$ cat src/rtl/rx_cmd_pkg.sv
package rx_cmd_pkg;

    typedef enum logic [2:0] {
        RU_IDLE       = 3'd0,
        RU_READY      = 3'd1,
        RU_SUSP       = 3'd2,
        RU_NORES_NOBD = 3'd3,
        RU_SUSP_NOBD  = 3'd4
    } ru_state_e;

    typedef enum logic [2:0] {
        OP_NOP       = 3'd0,
        OP_START     = 3'd1,
        OP_RESUME    = 3'd2,
        OP_REDIRECT  = 3'd3,
        OP_ABORT     = 3'd4,
        OP_LOAD_HDS  = 3'd5,
        OP_LOAD_BASE = 3'd6,
        OP_BD_RESUME = 3'd7
    } ru_op_e;

    typedef struct packed {
        logic start;
        logic resume;
        logic redirect;
        logic abort;
        logic bd_resume;
        logic ld_hds;
        logic ld_base;
    } ru_act_t;

endpackage

$ cat src/rtl/rx_cmd_decode.sv
module rx_cmd_decode
    import rx_cmd_pkg::*;
#(
    parameter int HDS_W = 14
) (
    input  logic             cmd_valid,
    input  logic [2:0]       cmd_code,
    input  ru_state_e        cur_state,
    input  logic             hdr_mode,
    input  logic [HDS_W-1:0] hds_field,
    output logic             accept,
    output logic             reject,
    output ru_act_t          act,
    output ru_state_e        next_state
);

    logic hds_ok;
    assign hds_ok = !hds_field[0] && (hds_field != '0);

    always_comb begin
        accept     = 1'b0;
        reject     = 1'b0;
        act        = '0;
        next_state = cur_state;
        if (cmd_valid) begin
            unique case (ru_op_e'(cmd_code))
                OP_NOP: accept = 1'b1;
                OP_START: begin
                    if (cur_state != RU_READY) begin
                        accept     = 1'b1;
                        act.start  = 1'b1;
                        next_state = RU_READY;
                    end else begin
                        reject = 1'b1;
                    end
                end
                OP_RESUME: begin
                    if (cur_state == RU_SUSP) begin
                        accept     = 1'b1;
                        act.resume = 1'b1;
                        next_state = RU_READY;
                    end else begin
                        reject = 1'b1;
                    end
                end
                OP_REDIRECT: begin
                    if (hdr_mode) begin
                        accept       = 1'b1;
                        act.redirect = 1'b1;
                        next_state   = RU_READY;
                    end else begin
                        reject = 1'b1;
                    end
                end
                OP_ABORT: begin
                    accept     = 1'b1;
                    act.abort  = 1'b1;
                    next_state = RU_IDLE;
                end
                OP_LOAD_HDS: begin
                    if (hds_ok) begin
                        accept     = 1'b1;
                        act.ld_hds = 1'b1;
                    end else begin
                        reject = 1'b1;
                    end
                end
                OP_LOAD_BASE: begin
                    accept      = 1'b1;
                    act.ld_base = 1'b1;
                end
                OP_BD_RESUME: begin
                    if (cur_state == RU_NORES_NOBD || cur_state == RU_SUSP_NOBD) begin
                        accept        = 1'b1;
                        act.bd_resume = 1'b1;
                        next_state    = RU_READY;
                    end else begin
                        reject = 1'b1;
                    end
                end
                default: reject = 1'b1;
            endcase
        end
    end

endmodule

$ cat src/rtl/rx_cmd_cfg.sv
module rx_cmd_cfg #(
    parameter int ADDR_W = 32,
    parameter int HDS_W  = 14
) (
    input  logic              clk,
    input  logic              rst_n,
    input  logic              ld_base,
    input  logic              ld_hds,
    input  logic [ADDR_W-1:0] ptr,
    output logic [ADDR_W-1:0] base_q,
    output logic [HDS_W-1:0]  hds_q,
    output logic              hdr_mode_q
);

    always_ff @(posedge clk) begin
        if (!rst_n) begin
            base_q     <= '0;
            hds_q      <= '0;
            hdr_mode_q <= 1'b0;
        end else begin
            if (ld_base) begin
                base_q <= ptr;
            end
            if (ld_hds) begin
                hds_q      <= ptr[HDS_W-1:0];
                hdr_mode_q <= 1'b1;
            end
        end
    end

endmodule

$ cat src/rtl/rx_cmd_ctrl.sv
module rx_cmd_ctrl
    import rx_cmd_pkg::*;
#(
    parameter int ADDR_W = 32,
    parameter int HDS_W  = 14
) (
    input  logic              clk,
    input  logic              rst_n,
    input  logic              cmd_valid,
    input  logic [2:0]        cmd_code,
    input  logic [ADDR_W-1:0] gen_ptr,
    input  logic              flex_mode,
    input  logic              evt_susp,
    input  logic              evt_no_bd,
    input  logic              evt_susp_no_bd,
    output logic [2:0]        ru_state,
    output logic              start_pulse,
    output logic              fetch_bd_pulse,
    output logic [ADDR_W-1:0] rfa_addr,
    output logic              resume_pulse,
    output logic              redirect_pulse,
    output logic [ADDR_W-1:0] redirect_addr,
    output logic              abort_pulse,
    output logic              bd_resume_pulse,
    output logic              err_pulse,
    output logic [ADDR_W-1:0] base_addr,
    output logic [HDS_W-1:0]  hds_value,
    output logic              hdr_mode
);

    ru_state_e state_q, state_d, dec_next;
    logic      dec_accept, dec_reject;
    ru_act_t   dec_act;

    rx_cmd_decode #(.HDS_W(HDS_W)) u_decode (
        .cmd_valid (cmd_valid),
        .cmd_code  (cmd_code),
        .cur_state (state_q),
        .hdr_mode  (hdr_mode),
        .hds_field (gen_ptr[HDS_W-1:0]),
        .accept    (dec_accept),
        .reject    (dec_reject),
        .act       (dec_act),
        .next_state(dec_next)
    );

    rx_cmd_cfg #(.ADDR_W(ADDR_W), .HDS_W(HDS_W)) u_cfg (
        .clk       (clk),
        .rst_n     (rst_n),
        .ld_base   (dec_act.ld_base),
        .ld_hds    (dec_act.ld_hds),
        .ptr       (gen_ptr),
        .base_q    (base_addr),
        .hds_q     (hds_value),
        .hdr_mode_q(hdr_mode)
    );

    // next state: an accepted command wins; events only while running and idle on the command port
    always_comb begin
        state_d = state_q;
        if (dec_accept) begin
            state_d = dec_next;
        end else if (!cmd_valid && state_q == RU_READY) begin
            if (evt_no_bd) begin
                state_d = RU_NORES_NOBD;
            end else if (evt_susp_no_bd) begin
                state_d = RU_SUSP_NOBD;
            end else if (evt_susp) begin
                state_d = RU_SUSP;
            end
        end
    end

    always_ff @(posedge clk) begin
        if (!rst_n) begin
            state_q <= RU_IDLE;
        end else begin
            state_q <= state_d;
        end
    end

    assign ru_state = state_q;

    // registered action outputs
    always_ff @(posedge clk) begin
        if (!rst_n) begin
            start_pulse     <= 1'b0;
            fetch_bd_pulse  <= 1'b0;
            resume_pulse    <= 1'b0;
            redirect_pulse  <= 1'b0;
            abort_pulse     <= 1'b0;
            bd_resume_pulse <= 1'b0;
            err_pulse       <= 1'b0;
            rfa_addr        <= '0;
            redirect_addr   <= '0;
        end else begin
            start_pulse     <= dec_act.start;
            fetch_bd_pulse  <= dec_act.start && flex_mode;
            resume_pulse    <= dec_act.resume;
            redirect_pulse  <= dec_act.redirect;
            abort_pulse     <= dec_act.abort;
            bd_resume_pulse <= dec_act.bd_resume;
            err_pulse       <= dec_reject;
            if (dec_act.start) begin
                rfa_addr <= gen_ptr;
            end
            if (dec_act.redirect) begin
                redirect_addr <= base_addr + gen_ptr;
            end
        end
    end

endmodule

$ cat config.mk
export PLATFORM = sky130hd
export DESIGN_NAME = rx_cmd_ctrl
export DESIGN_NICKNAME = d
export VERILOG_FILES = /design/src/rtl/rx_cmd_pkg.sv /design/src/rtl/rx_cmd_decode.sv /design/src/rtl/rx_cmd_cfg.sv /design/src/rtl/rx_cmd_ctrl.sv
export SDC_FILE = /design/constraint.sdc
export NUM_CORES = 1
export LEC_CHECK = 0
export BUFFER_PORTS_ARGS = -buffer_cell sky130_fd_sc_hd__buf_2
export CAP_MARGIN = 20
export CORE_MARGIN = 2
export CORE_UTILIZATION = 40
export CTS_CLUSTER_SIZE = 10
export DETAILED_ROUTE_END_ITERATION = 12
export PLACE_DENSITY = 0.71
export SYNTH_ARGS = -nofsm -noshare
export SYNTH_HDL_FRONTEND = slang
export SYNTH_SLANG_ARGS = --single-unit
$ cat constraint.sdc
create_clock -name clk -period 3 [get_ports clk]
set_clock_uncertainty 0.05 [all_clocks]
set_input_delay 0.6 -clock clk [delete_from_list [all_inputs] [get_ports clk]]
set_output_delay 0.6 -clock clk [all_outputs]
set_load 0.005 [all_outputs]
Yosys cells after proc, flatten, opt, wreduce, memory -nomap -nowiden
Cells that the tools add are included.
Storage, ports and cells
  bits in registers: 121
  bits in latches: 0
  memory bits (writable): 0
  bits in read-only memories: 0
  input bits: 42
  output and inout port bits: 121
  logic and storage cells: 79
  memories kept: 0
Operators by class
  add/sub/neg operators: 1
  multiply operators: 0
  div/mod/pow operators: 0
  $lt $le $gt $ge: 0
  equal/unequal tests: 18
  shift-type cells: 0
  multiplexer cells: 32
  bitwise logic cells: 0
  reduce and logical (&&, ||, !) cells: 15
Operator list (count)
  adder 32 bit: 1
  two-way mux 3 bit: 10
  two-way mux 1 bit: 18
  == test 3 bit (second input constant): 5
  one-hot mux 3 bit (5 select lines): 1
  nonzero test 14 bit: 1
  == test 3 x 2 -> 1 bit (second input constant): 4
  inequality test 3 x 2 -> 1 bit (second input constant): 4
  AND reduction 8 bit: 1
  two-way mux 7 bit: 1
  == test 3 x 1 -> 1 bit (second input constant): 2
  inequality test 6 x 1 -> 1 bit (second input constant): 1
  one-hot mux 1 bit (6 select lines): 1
  AND reduction 3 bit: 2
  one-hot mux 1 bit (5 select lines): 1
  nonzero test 4 bit: 1
  logical AND 1 bit: 3
  zero test 3 bit: 1
  inequality test 3 x 1 -> 1 bit (second input constant): 1
  OR reduction 3 bit: 1
  zero test 1 bit: 2
  inequality test 2 bit (second input constant): 1
  AND reduction 2 bit: 1
  nonzero test 2 bit: 1
  logical OR 1 bit: 1

Logic depth before layout (Yosys ltp)
  depth after elaboration: 7
  gate-level depth with buffers: 12
  gate-level depth less buffers: 12

Hierarchy
From an unflattened synthesis, not the netlist that was laid out.
Second synthesis, totals
  cells, all modules: 691
  area total of the unflattened synthesis: 6477.5 µm²
By module, submodules not included
  rx_cmd_ctrl: instances 1, cells an instance 481, area an instance 4286.6 µm², sequential area each 1481.4 µm²
  rx_cmd_cfg: instances 1, cells an instance 151, area an instance 1823.0 µm², sequential area each 940.9 µm²
  rx_cmd_decode: instances 1, cells an instance 59, area an instance 367.9 µm², sequential area each 0.0 µm²

Worst setup path after synthesis
OpenSTA, ideal clock, no wires.
  path kind: input port to flip-flop
  start point: input port gen_ptr[0]
  end point: register redirect_addr[26]
  library setup time: 120 ps
  arrival: 2694 ps
  data required time: 2830 ps
  slack: 137 ps
  stages on the path: 11
  path buffers: 0
  cells stage by stage: ha_1 -> inv_1 -> fa_1 -> nor2b_4 -> o31a_1 -> o31a_1 -> a211oi_2 -> o21ai_2 -> o41ai_4 -> nor4b_1 -> o31a_1
On the way
  word-level cells in the longest chain between the ends: 1
Ends and longest elaborated chain
  start: declaration: line rx_cmd_ctrl.sv:11  | input logic [ADDR_W-1:0] gen_ptr,
  adder 32 bit: line rx_cmd_ctrl.sv:108  | redirect_addr <= base_addr + gen_ptr;
  end signal: assignment: line rx_cmd_ctrl.sv:108
  end: declaration: line rx_cmd_ctrl.sv:22  | output logic [ADDR_W-1:0] redirect_addr,
Every way passes these cells.
A chain may end at the register's enable or synchronous reset.

Worst setup path after layout
  start point: register u_cfg.base_q[0]
  end point: register redirect_addr[26]
On the way
  word-level cells in the longest chain between the ends: 1
Ends and longest elaborated chain
  start: declaration: line rx_cmd_cfg.sv:10  | output logic [ADDR_W-1:0] base_q,
  start signal: assignment: line rx_cmd_cfg.sv:22  | base_q <= ptr;
  adder 32 bit: line rx_cmd_ctrl.sv:108
Every way passes these cells.

==> flow_summary.toml <==
[run_status]
status = "complete, no violations"

[clock_tree]
path_clk_slew_ps = 60
cts_buffer_depth = 2
cts_root_buf = "clkbuf_16"
cts_setup_buffers = 0
ctsHtreeMaxLevel = 4
post_cts_sizing_count = 0
cts_inserted_buffers = 17
post_cts_hold_buffer_count = 0
cts_tree = "built"
numClockSinks = 121
clk-insertion-delay-late_ps = 420

[synthesis]
dominant_combinational_cell_family_by_area_after_synthesis = "simple AND/OR/NAND/NOR gates"
netlist_top_cells_area = "dfxtp_1, nand2_1, ha_1, a21boi_0, a21boi_1"
synth_fa_ha_area_share_pct = 6.51
syn_nets = 816
synth-seq-area-share_pct = 38.6
post-synth-top-area-cell = "dfxtp_1"
synth_mux_area_share_pct = 2.41
synth-xor-area-share_pct = 2.93
asyncSetResetFlopFracSynth_pct = 0
synth-compound-area-share_pct = 22.6
synth_top_area_share_pct = 38.6
synth_enable_flop_cells = 0
synth.distinct_cells = 73
synth_warnings = 0
postSynthAreaPerCell_sq_um = 8.45
synth_simple_gate_area_share_pct = 23.2
synthesis.area_sq_mm = 0.00627
synthesis.instances = 742
synth-seq-cells = 121
synth_flop_cell = "dfxtp_1"

[power_and_ir_drop]
post-layout-total-power_mw = 4.31
net-switching-power_mw = 0.966
power_per_cell_area_mw_per_mm2 = 523
seq_power_share_pct = 38.2
share_clk_of_total_power_pct = 52.9
peakVddDrop_v = 0.000368
comb_power_share_pct = 8.9
power.switching_fraction_pct = 22.4
total_leakage_power_nw = 3.86
intPower_mw = 3.34

[route]
route.final.wire_length_mm = 17.0
initialDrtViolationCount = 394
postRouteAntennaNets = 0
drt-vias-per-instance = 5.07
dr.pass1.iters = 4
routed_wire_length_per_instance_microns = 14.7
drc = 0
vias = 5852

[grt]
globalRouteOverflowTotal = 0
grt_util_all_layers_pct = 21.0
grt_max_degree = 69
grt_antenna_before_repair = 0
grt_pass1_vias = 5469
wire_length_of_the_first_global_routing_pass_mm = 27.8

[critical_path]
crit_path_max_fanout = 5
critPathCaptureType = "register"
cp_data_required_time_ps = 3260
type_of_the_setup_path_with_the_least_slack = "register to register"
data_arrival_time_at_the_worst_slack_endpoint_ps = 3050
worstSetupStartpointType = "register"

[final_layout]
numnets_final = 1005
fin_cells = 1155
layout.core_utilization_pct = 53.9
area.growth.synth_to_final_pct = 31.3
layout_common_cells = "nand2_1, buf_2, dfxtp_1"
mostFrequentLayoutCell = "nand2_1"
post_route_cells_drive_above_1_share_pct = 28.1
num_antenna_cells = 0

[timing]
final.hold.worst_slack_ps = 386
worstMarginPinSlew_ps = 900
fin_ws_ps = 208
maxClockFrequency_mhz = 358
finalHoldViolations = 0
slew_headroom_pct = 39.8
grt_setup_unrepaired = "no"
finalSetupViolCount = 0
timing.final.crit_period_ps = 2790
finalMaxSlewViolations = 0
layout_worst_path_cycle_share_pct = 93.1

[hold_path]
hold_path_class = "input pin to register"

[placed_design]
io_buffer_count = 162
finalWeightedCongestion = 0.883
place_inst = 1123
place_ws_ps = -202
hpwlAfterDp_mm = 12.1

[floorplan]
initial_core_utilization_pct = 41.1
die-width_microns = 129
die-area_sq_mm = 0.0167
fp.coreArea_sq_mm = 0.0153
floorplan.die.height_microns = 129
num_rows = 45
num_io_pins = 163

[job]
max_cap_violations = 0
==> Yosys cell counts (all sizes together), types with 9 or more instances <==
library cell / count
dfxtp: 121
xor2: 13
o21ai: 35
and3: 11
inv: 9
nand3: 17
nor2: 22
buf: 12
nor2b: 21
nand2: 179
clkbuf: 27
mux2i: 14
a21o: 17
ha: 31
nor3: 10
and2: 16
a21boi: 70
a21oi: 26
==> routing by layer <==
metal / global-route usage (%) / vias to the layer above / part of all wire, %
met1: 28.3 / 2707 / 47
met4: 7.35 / 0 / 1.3
met3: 4.83 / 18 / 5.1
li1: - / 2978 / -
met5: 0 / - / 0
met2: 33.1 / 149 / 47
==> layout make-up <==
type / instances / area, sq um
clock buffers: 21 / 470
clock inverters: 11 / 193
multi-input cells: 572 / 3620
flip-flops and latches: 121 / 2420
inverters: 9 / 33.8
well taps: 211 / 264
fillers: 1451 / 7030
repair buffers: 210 / 1220
==> worst paths after layout <==
kind / slack (ps) / cells past startpoint / start / to
worst max-delay path: 210 / 11 / u_cfg.base_q[0]$_SDFFE_PN0P_ / redirect_addr[26]$_SDFFE_PN0P_
worst min-delay path: 390 / 2 / flex_mode / fetch_bd_pulse$_SDFF_PN0_
worst max register to register: 210 / 11 / u_cfg.base_q[0]$_SDFFE_PN0P_ / redirect_addr[26]$_SDFFE_PN0P_
worst min register to register: 400 / 2 / rfa_addr[28]$_SDFFE_PN0P_ / rfa_addr[28]$_SDFFE_PN0P_
==> power groups by stage <==
stage | clock (mW) | sequential (mW) | combinational (mW)
6_report | 2.28 | 1.64 | 0.384
3_3_place_gp | 0 | 1.68 | 0.380
4_1_cts | 2.33 | 1.64 | 0.384
5_1_grt | 2.39 | 1.65 | 0.427
2_1_floorplan | 0 | 1.68 | 0.222
3_5_place_dp | 0 | 1.68 | 0.381
==> stage by stage <==
stage | area [sq um] | TNS [ps]
after CTS | 8230 | 0
after global routing | 8230 | 0
after floorplan | 6270 | 0
after global placement | 7560 | -818
after detailed placement | 7560 | -2050
final | 8230 | 0
==> registers in the layout (all words and copies together) (netlist names) <==
signal	flops
abort_pulse	1
redirect_addr	32
bd_resume_pulse	1
fetch_bd_pulse	1
u_cfg.hds_q	14
start_pulse	1
u_cfg.hdr_mode_q	1
u_cfg.base_q	32
err_pulse	1
ru_state	3
rfa_addr	32
resume_pulse	1
redirect_pulse	1
==> logic make-up (layout without fill, tap and decap cells) <==
group           count (synthesis)  count (layout)
simple gates                  308             308
compound gates                196             196
flops                         121             121
buf+inv                        49             251
fa+ha+maj                      32              32
xor+xnor                       21              21
mux                            15              15
==> critical path, stage by stage, from the launching register on <==
cell,delay (ps)
dfxtp_1,320
ha_1,200
inv_1,80
fa_2,230
nor2b_4,40
o31a_1,250
o31a_1,350
a211oi_2,230
o21ai_2,130
o41ai_4,410
nor4b_1,100
o31a_1,300
Note: power is estimated with default switching activity, not from simulation.
